## src/rtl/wdog_pkg.sv

```systemverilog
package wdog_pkg;
    localparam int DATA_W = 16;

    // register byte offsets
    localparam int OFS_RELOAD = 'h00;
    localparam int OFS_STAT1  = 'h04;
    localparam int OFS_STAT2  = 'h06;
    localparam int OFS_CTRL   = 'h08;
    localparam int OFS_IRQEN  = 'h0C;
    localparam int OFS_INIT   = 'h12;

    // bit positions
    localparam int BIT_STAGE1   = 3;
    localparam int BIT_STAGE2   = 1;
    localparam int BIT_BOOT     = 2;
    localparam int BIT_HALT     = 11;
    localparam int BIT_NOREBOOT = 0;
    localparam int BIT_IRQEN    = 13;

    typedef struct packed {
        logic halt;
        logic noreboot;
        logic irq_en;
        logic stage1;
        logic stage2;
        logic boot;
    } wdog_flags_t;
endpackage

```

## src/rtl/wdog_prescaler.sv

```systemverilog
module wdog_prescaler #(
    parameter int TICK_DIV = 60_000_000
) (
    input  logic clk,
    input  logic rst,
    output logic tick_o
);
    generate
        if (TICK_DIV <= 1) begin : g_every_clock
            assign tick_o = 1'b1;
        end else begin : g_divider
            localparam int PRE_W = $clog2(TICK_DIV);
            localparam logic [PRE_W-1:0] LAST = PRE_W'(TICK_DIV - 1);

            logic [PRE_W-1:0] pre_d, pre_q;
            logic             wrap;

            always_comb begin
                wrap  = (pre_q == LAST);
                pre_d = wrap ? '0 : pre_q + 1'b1;
            end

            always_ff @(posedge clk) begin
                if (rst) pre_q <= '0;
                else     pre_q <= pre_d;
            end

            assign tick_o = wrap;
        end
    endgenerate
endmodule

```

## src/rtl/wdog_countdown.sv

```systemverilog
module wdog_countdown #(
    parameter int CNT_W    = 10,
    parameter int INIT_RST = 'h032
) (
    input  logic             clk,
    input  logic             rst,
    input  logic             tick_i,
    input  logic             halt_i,
    input  logic             reload_i,
    input  logic [CNT_W-1:0] init_i,
    input  logic             stage1_i,
    input  logic             irq_en_i,
    input  logic             noreboot_i,
    output logic [CNT_W-1:0] count_o,
    output logic             first_o,
    output logic             second_o,
    output logic             irq_o,
    output logic             sysrst_o
);
    typedef struct packed {
        logic [CNT_W-1:0] cnt;
        logic             park;
        logic             irq;
        logic             sysrst;
    } cd_state_t;

    cd_state_t st_d, st_q;
    logic      step, at_zero, expire;

    always_comb begin
        st_d     = st_q;
        step     = tick_i && !halt_i && !st_q.park;
        at_zero  = (st_q.cnt == '0);
        expire   = step && at_zero && !reload_i;
        first_o  = expire && !stage1_i;
        second_o = expire && stage1_i;

        st_d.irq    = first_o && irq_en_i;
        st_d.sysrst = second_o && !noreboot_i;

        if (reload_i) begin
            st_d.cnt  = init_i;
            st_d.park = 1'b0;
        end else if (step) begin
            if (!at_zero)      st_d.cnt  = st_q.cnt - 1'b1;
            else if (stage1_i) st_d.park = 1'b1;
            else               st_d.cnt  = init_i;
        end
    end

    always_ff @(posedge clk) begin
        if (rst) begin
            st_q.cnt    <= CNT_W'(INIT_RST);
            st_q.park   <= 1'b0;
            st_q.irq    <= 1'b0;
            st_q.sysrst <= 1'b0;
        end else begin
            st_q <= st_d;
        end
    end

    assign count_o  = st_q.cnt;
    assign irq_o    = st_q.irq;
    assign sysrst_o = st_q.sysrst;
endmodule

```

## src/rtl/wdog_regs.sv

```systemverilog
module wdog_regs
    import wdog_pkg::*;
#(
    parameter int ADDR_W   = 5,
    parameter int CNT_W    = 10,
    parameter int INIT_RST = 'h032,
    parameter int INIT_MIN = 4
) (
    input  logic              clk,
    input  logic              rst,
    input  logic [ADDR_W-1:0] addr_i,
    input  logic [DATA_W-1:0] wdata_i,
    input  logic              we_i,
    input  logic [CNT_W-1:0]  count_i,
    input  logic              first_i,
    input  logic              second_i,
    output logic [DATA_W-1:0] rdata_o,
    output logic              reload_o,
    output logic [CNT_W-1:0]  init_o,
    output wdog_flags_t       flags_o
);
    localparam logic [DATA_W-1:0] INIT_MASK = DATA_W'((1 << CNT_W) - 1);

    typedef struct packed {
        wdog_flags_t      fl;
        logic [CNT_W-1:0] init;
    } rg_state_t;

    rg_state_t         rg_d, rg_q;
    logic [DATA_W-1:0] masked;
    logic [CNT_W-1:0]  init_field;
    logic              hit_stat1, hit_stat2, hit_ctrl, hit_irqen, hit_init;

    always_comb begin
        rg_d       = rg_q;
        hit_stat1  = we_i && (addr_i == ADDR_W'(OFS_STAT1));
        hit_stat2  = we_i && (addr_i == ADDR_W'(OFS_STAT2));
        hit_ctrl   = we_i && (addr_i == ADDR_W'(OFS_CTRL));
        hit_irqen  = we_i && (addr_i == ADDR_W'(OFS_IRQEN));
        hit_init   = we_i && (addr_i == ADDR_W'(OFS_INIT));
        reload_o   = we_i && (addr_i == ADDR_W'(OFS_RELOAD));
        masked     = wdata_i & INIT_MASK;
        init_field = masked[CNT_W-1:0];

        if (hit_ctrl) begin
            rg_d.fl.halt     = wdata_i[BIT_HALT];
            rg_d.fl.noreboot = wdata_i[BIT_NOREBOOT];
        end
        if (hit_irqen) rg_d.fl.irq_en = wdata_i[BIT_IRQEN];
        if (hit_init && (init_field >= CNT_W'(INIT_MIN))) rg_d.init = init_field;

        if (hit_stat1 && wdata_i[BIT_STAGE1]) rg_d.fl.stage1 = 1'b0;
        if (hit_stat2 && wdata_i[BIT_STAGE2]) rg_d.fl.stage2 = 1'b0;
        if (hit_stat2 && wdata_i[BIT_BOOT])   rg_d.fl.boot   = 1'b0;
        if (first_i)  rg_d.fl.stage1 = 1'b1;
        if (second_i) rg_d.fl.stage2 = 1'b1;
    end

    always_ff @(posedge clk) begin
        if (rst) begin
            rg_q.fl.halt     <= 1'b1;
            rg_q.fl.noreboot <= 1'b0;
            rg_q.fl.irq_en   <= 1'b0;
            rg_q.fl.stage1   <= 1'b0;
            rg_q.fl.stage2   <= 1'b0;
            rg_q.fl.boot     <= 1'b1;
            rg_q.init        <= CNT_W'(INIT_RST);
        end else begin
            rg_q <= rg_d;
        end
    end

    always_comb begin
        rdata_o = '0;
        case (addr_i)
            ADDR_W'(OFS_RELOAD): rdata_o = DATA_W'(count_i);
            ADDR_W'(OFS_STAT1):  rdata_o[BIT_STAGE1] = rg_q.fl.stage1;
            ADDR_W'(OFS_STAT2): begin
                rdata_o[BIT_STAGE2] = rg_q.fl.stage2;
                rdata_o[BIT_BOOT]   = rg_q.fl.boot;
            end
            ADDR_W'(OFS_CTRL): begin
                rdata_o[BIT_HALT]     = rg_q.fl.halt;
                rdata_o[BIT_NOREBOOT] = rg_q.fl.noreboot;
            end
            ADDR_W'(OFS_IRQEN):  rdata_o[BIT_IRQEN] = rg_q.fl.irq_en;
            ADDR_W'(OFS_INIT):   rdata_o = DATA_W'(rg_q.init);
            default:             rdata_o = '0;
        endcase
    end

    assign init_o  = rg_q.init;
    assign flags_o = rg_q.fl;
endmodule

```

## src/rtl/wdog_two_stage.sv

```systemverilog
module wdog_two_stage
    import wdog_pkg::*;
#(
    parameter int ADDR_W   = 5,
    parameter int CNT_W    = 10,
    parameter int TICK_DIV = 60_000_000,
    parameter int INIT_RST = 'h032,
    parameter int INIT_MIN = 4
) (
    input  logic              clk,
    input  logic              rst,
    input  logic [ADDR_W-1:0] bus_addr,
    input  logic [15:0]       bus_wdata,
    input  logic              bus_we,
    output logic [15:0]       bus_rdata,
    output logic              irq_o,
    output logic              sys_reset_req_o
);
    logic             tick_w, reload_w, first_w, second_w;
    logic [CNT_W-1:0] count_w, init_w;
    wdog_flags_t      flags_w;

    wdog_prescaler #(.TICK_DIV(TICK_DIV)) u_pre (
        .clk    (clk),
        .rst    (rst),
        .tick_o (tick_w)
    );

    wdog_regs #(
        .ADDR_W(ADDR_W), .CNT_W(CNT_W), .INIT_RST(INIT_RST), .INIT_MIN(INIT_MIN)
    ) u_regs (
        .clk      (clk),
        .rst      (rst),
        .addr_i   (bus_addr),
        .wdata_i  (bus_wdata),
        .we_i     (bus_we),
        .count_i  (count_w),
        .first_i  (first_w),
        .second_i (second_w),
        .rdata_o  (bus_rdata),
        .reload_o (reload_w),
        .init_o   (init_w),
        .flags_o  (flags_w)
    );

    wdog_countdown #(.CNT_W(CNT_W), .INIT_RST(INIT_RST)) u_cd (
        .clk        (clk),
        .rst        (rst),
        .tick_i     (tick_w),
        .halt_i     (flags_w.halt),
        .reload_i   (reload_w),
        .init_i     (init_w),
        .stage1_i   (flags_w.stage1),
        .irq_en_i   (flags_w.irq_en),
        .noreboot_i (flags_w.noreboot),
        .count_o    (count_w),
        .first_o    (first_w),
        .second_o   (second_w),
        .irq_o      (irq_o),
        .sysrst_o   (sys_reset_req_o)
    );
endmodule

```

## config.mk

```make
export PLATFORM = sky130hd
export DESIGN_NAME = wdog_two_stage
export DESIGN_NICKNAME = d
export VERILOG_FILES = /design/src/rtl/wdog_pkg.sv /design/src/rtl/wdog_prescaler.sv /design/src/rtl/wdog_countdown.sv /design/src/rtl/wdog_regs.sv /design/src/rtl/wdog_two_stage.sv
export SDC_FILE = /design/constraint.sdc
export NUM_CORES = 1
export LEC_CHECK = 0
export BUFFER_PORTS_ARGS = -buffer_cell sky130_fd_sc_hd__buf_2
export CAP_MARGIN = 15
export CORE_AREA = 2 2 77 152
export CTS_BUF_LIST = sky130_fd_sc_hd__clkbuf_16
export CTS_CLUSTER_SIZE = 25
export DETAILED_ROUTE_END_ITERATION = 6
export DIE_AREA = 0 0 79 154
export PLACE_DENSITY = 0.49
export SETUP_SLACK_MARGIN = 0.3
export SYNTH_ARGS = -nofsm -noshare
export SYNTH_HDL_FRONTEND = slang
export SYNTH_HIERARCHICAL = 1
export SYNTH_SLANG_ARGS = --single-unit
```

## constraint.sdc

```tcl
create_clock -name clk -period 3.06 [get_ports clk]
set_input_delay 0.306 -clock clk [delete_from_list [all_inputs] [get_ports clk]]
set_output_delay 0.306 -clock clk [all_outputs]
set_load 0.005 [all_outputs]
```

==> flow_summary.yaml <==
outcome:
  result_of_the_run: "finished, final reports clean"
grt:
  globalRouteOverflowTotal: 0
  grt_max_degree: 53
  global_route_usage_over_all_layers_pct: 15.4
  grt_first_pass_wirelength_um: 14700
  first_global_vias: 2885
  grt_antenna_before_repair: 0
cells_and_area:
  nets: 429
  fin_area_um2: 3630
  commonest_non_fill_non_tap_cell_in_the_layout: "dfxtp_1"
  fin_util_pct: 33.2
  post_route_cells_drive_above_1_share_pct: 21.0
  antenna_cells_inserted: 0
  area_growth_syn_to_layout_pct: 13.5
  most-common-layout-cells: "dfxtp_1, nor2_1, buf_2"
  final_cell_count_no_fill: 544
min_path:
  worstHoldPathType: "input pin to flop"
  hold_end: "u_regs/flags_o[3]"
  hold_path_depth: 3
  min-delay-start: "bus_wdata[13]"
logic_synthesis:
  ys_seq_elements: 55
  post_synth.cell_area_avg_um2: 8.45
  yosysWarnings: 6
  synth-edff-count: 0
  synth_async_sr_flop_share_pct: 0
  synthFlopType: "dfxtp_1"
  syn-cell-area_um2: 3200
  synth_cells: 379
  ys_seq_area_share_pct: 34.4
  synth.lib_cells_used.distinct: 70
placement:
  dpl.cell_count: 536
  detailed_place.area_um2: 3440
  finalWeightedCongestion: 0.880
  port_buffers: 33
  post-place-ws_ps: 279
  half_perimeter_wire_length_after_detailed_placement_um: 7020
die:
  ioPinCount: 42
  floorplan.rows: 54
  placeableCoreArea_um2: 10900
  starting_density_of_the_core_pct: 29.3
  chipHeight_um: 154
  fp.dieW_um: 79
  die_outline_area_um2: 12200
cts:
  htreeDepth: 2
  insertion_delay_ps: 290
  cts_root_buf: "clkbuf_16"
  hold_buffers: 0
  cts_tree: "done"
  post_cts_repair_timing_setup_buffer_count: 0
  cts_buffers: 5
  clkSlewWorstSetupHoldPaths_ps: 70
  max-clock-path-buffers: 2
  cts_sinks: 55
route:
  total_via_count_after_detailed_routing: 2907
  route.antenna.remaining_nets: 0
  drt_first_iter_violations: 130
  viasPerCell: 5.34
  routedWlPerCell_um: 17.0
  post-route-drc-count: 0
  drt_wl_total_um: 9250
  dr.pass1.iters: 4
power:
  vdd_drop_max_mv: 0.282
  power_density_nw_per_um2: 404
  p_leak_nw: 1.26
  finalPower_mw: 1.47
critical_path:
  critical-path-slowest-cell: "or4b_2"
  reg2reg_setup_slack_ps: 460
  cp_data_required_time_ps: 3270
  crit_path_cell_trace: "ha_2, nand3_1, or2_2, nor3_4, or4b_2, nor3_2, and4b_1, nor3_1"
  timing.setup.critical_path_class: "flop to flop"
  crit_path_max_incr_delay_ps: 660
  start_kind: "flop"
  crit_fanout: 5
  cp_data_arrival_time_ps: 2800
  critical_path.endpoint_type: "flop"
  rr_worst_depth: 8
  endpoint_of_the_worst_slack_reg_to_reg_timing_path: "u_regs/flags_o[2]"
  worst_r2r_startpoint: "u_pre/g_divider.pre_q[0]"
sta:
  finClkSkew_ps: 5.14
  remaining_max_slew_budget_at_the_tightest_pin_pct: 39.1
  setup_total_negative_slack_ps: 0
  grt_setup_unrepaired: "true"
  holdWs_ps: 239
  setup_slack_ps: 462
  finalHoldViolations: 0
  finalCritPeriodShare_pct: 84.9
  final-setup-viol-count: 0
  period_needed_ps: 2600
  fmax_mhz: 385
  worst-slew-pin-transition_ps: 913
  final-max-slew-violation-count: 0
job:
  cap_viol_max_count: 0
==> sequential cells by signal (all words and copies together) (netlist names) <==
name	count
u_pre/g_divider.pre_q	26
u_cd/irq_o	1
u_cd/count_o	10
u_regs/flags_o	6
u_cd/sysrst_o	1
u_regs/init_o	10
u_cd/st_q	1
==> power breakdown <==
part / internal [mW] / switching (mW) / total, mW / leakage (nW)
Combinational: 0.0307 / 0.0453 / 0.0760 / 0.733
Sequential: 0.721 / 0.00808 / 0.730 / 0.444
Clock: 0.387 / 0.275 / 0.662 / 0.0818
Total: 1.14 / 0.329 / 1.47 / 1.26
==> cells in the mapped netlist, types with 3 or more instances <==
cell type  number  area, µm²
o31ai_1         6       45.0
a22oi_1         8       60.1
o32ai_1         4       35.0
nand2b_1       16        100
mux2i_1        11        110
o22ai_1         3       18.8
or3_2           4       30.0
a31oi_1         3       18.8
clkbuf_1       10       37.5
o21ai_0        11       55.1
buf_4          15        113
nand4_1         8       50.1
or3_1           3       18.8
a21oi_1        19       95.1
buf_6           3       33.8
nand3_1        13       65.1
nand2_1        26       97.6
and4b_1         3       30.0
nor2_1         44        165
and2_1          3       18.8
nor4_1          6       37.5
inv_1          10       37.5
or2_2           3       18.8
a22o_2          6       60.1
xor2_1          7       61.3
and4_1          4       35.0
a211oi_1        3       22.5
xnor2_1         4       35.0
or4_1           9       67.6
nor3_1         11       55.1
dfxtp_1        55       1100
==> cell type report <==
cell class | count | area (µm²)
Fill cell | 1198 | 7310
Clock inverter | 3 | 42.5
Timing Repair Buffer | 44 | 248
Multi-Input combinational cell | 287 | 1900
Sequential cell | 55 | 1100
Clock buffer | 5 | 125
Tap cell | 140 | 175
Inverter | 10 | 37.5
==> cell families after synthesis <==
group / share of synthesized area [%]
AOI/OAI and AO/OA: 18.2
xor gates and xnor gates: 3.01
adders and majority gates: 0.781
buffers and inverters: 7.23
DFF: 34.4
muxes: 3.44
other: 0.117
and+or+nand+nor: 32.8
==> worst max-delay path: cells and delay by family (launching register included) <==
family,cells,cell delay (ps)
and+or+nand+nor,7,1900
adders and majority gates,1,230
DFF,1,380
==> repair_timing <==
action / 4_1_cts / 5_1_grt
gates cloned: 0 / 0
gates resized for setup: 1 / 4
pin swaps: 0 / 1
setup endpoints to repair: 3 / 7
==> routing by layer <==
layer,GRT usage (%),vias to the layer above,share of wire [%],wire length [µm]
li1,-,1442,-,-
met2,30.0,56,59,5430
met1,14.7,1389,35,3230
met5,0,-,0,0
met4,9.36,0,4.1,375
met3,1.94,20,2.3,212
==> worst max path at each step <==
stage                             start                end
2_1_floorplan  u_pre/g_divider.pre_q[0]    u_cd/count_o[6]
3_3_place_gp   u_pre/g_divider.pre_q[0]  u_regs/flags_o[2]
3_5_place_dp   u_pre/g_divider.pre_q[0]  u_regs/flags_o[2]
4_1_cts        u_pre/g_divider.pre_q[0]  u_regs/flags_o[2]
5_1_grt        u_pre/g_divider.pre_q[0]  u_regs/flags_o[2]
6_report       u_pre/g_divider.pre_q[0]  u_regs/flags_o[2]
No activity file was read; power rests on OpenSTA's default activity.
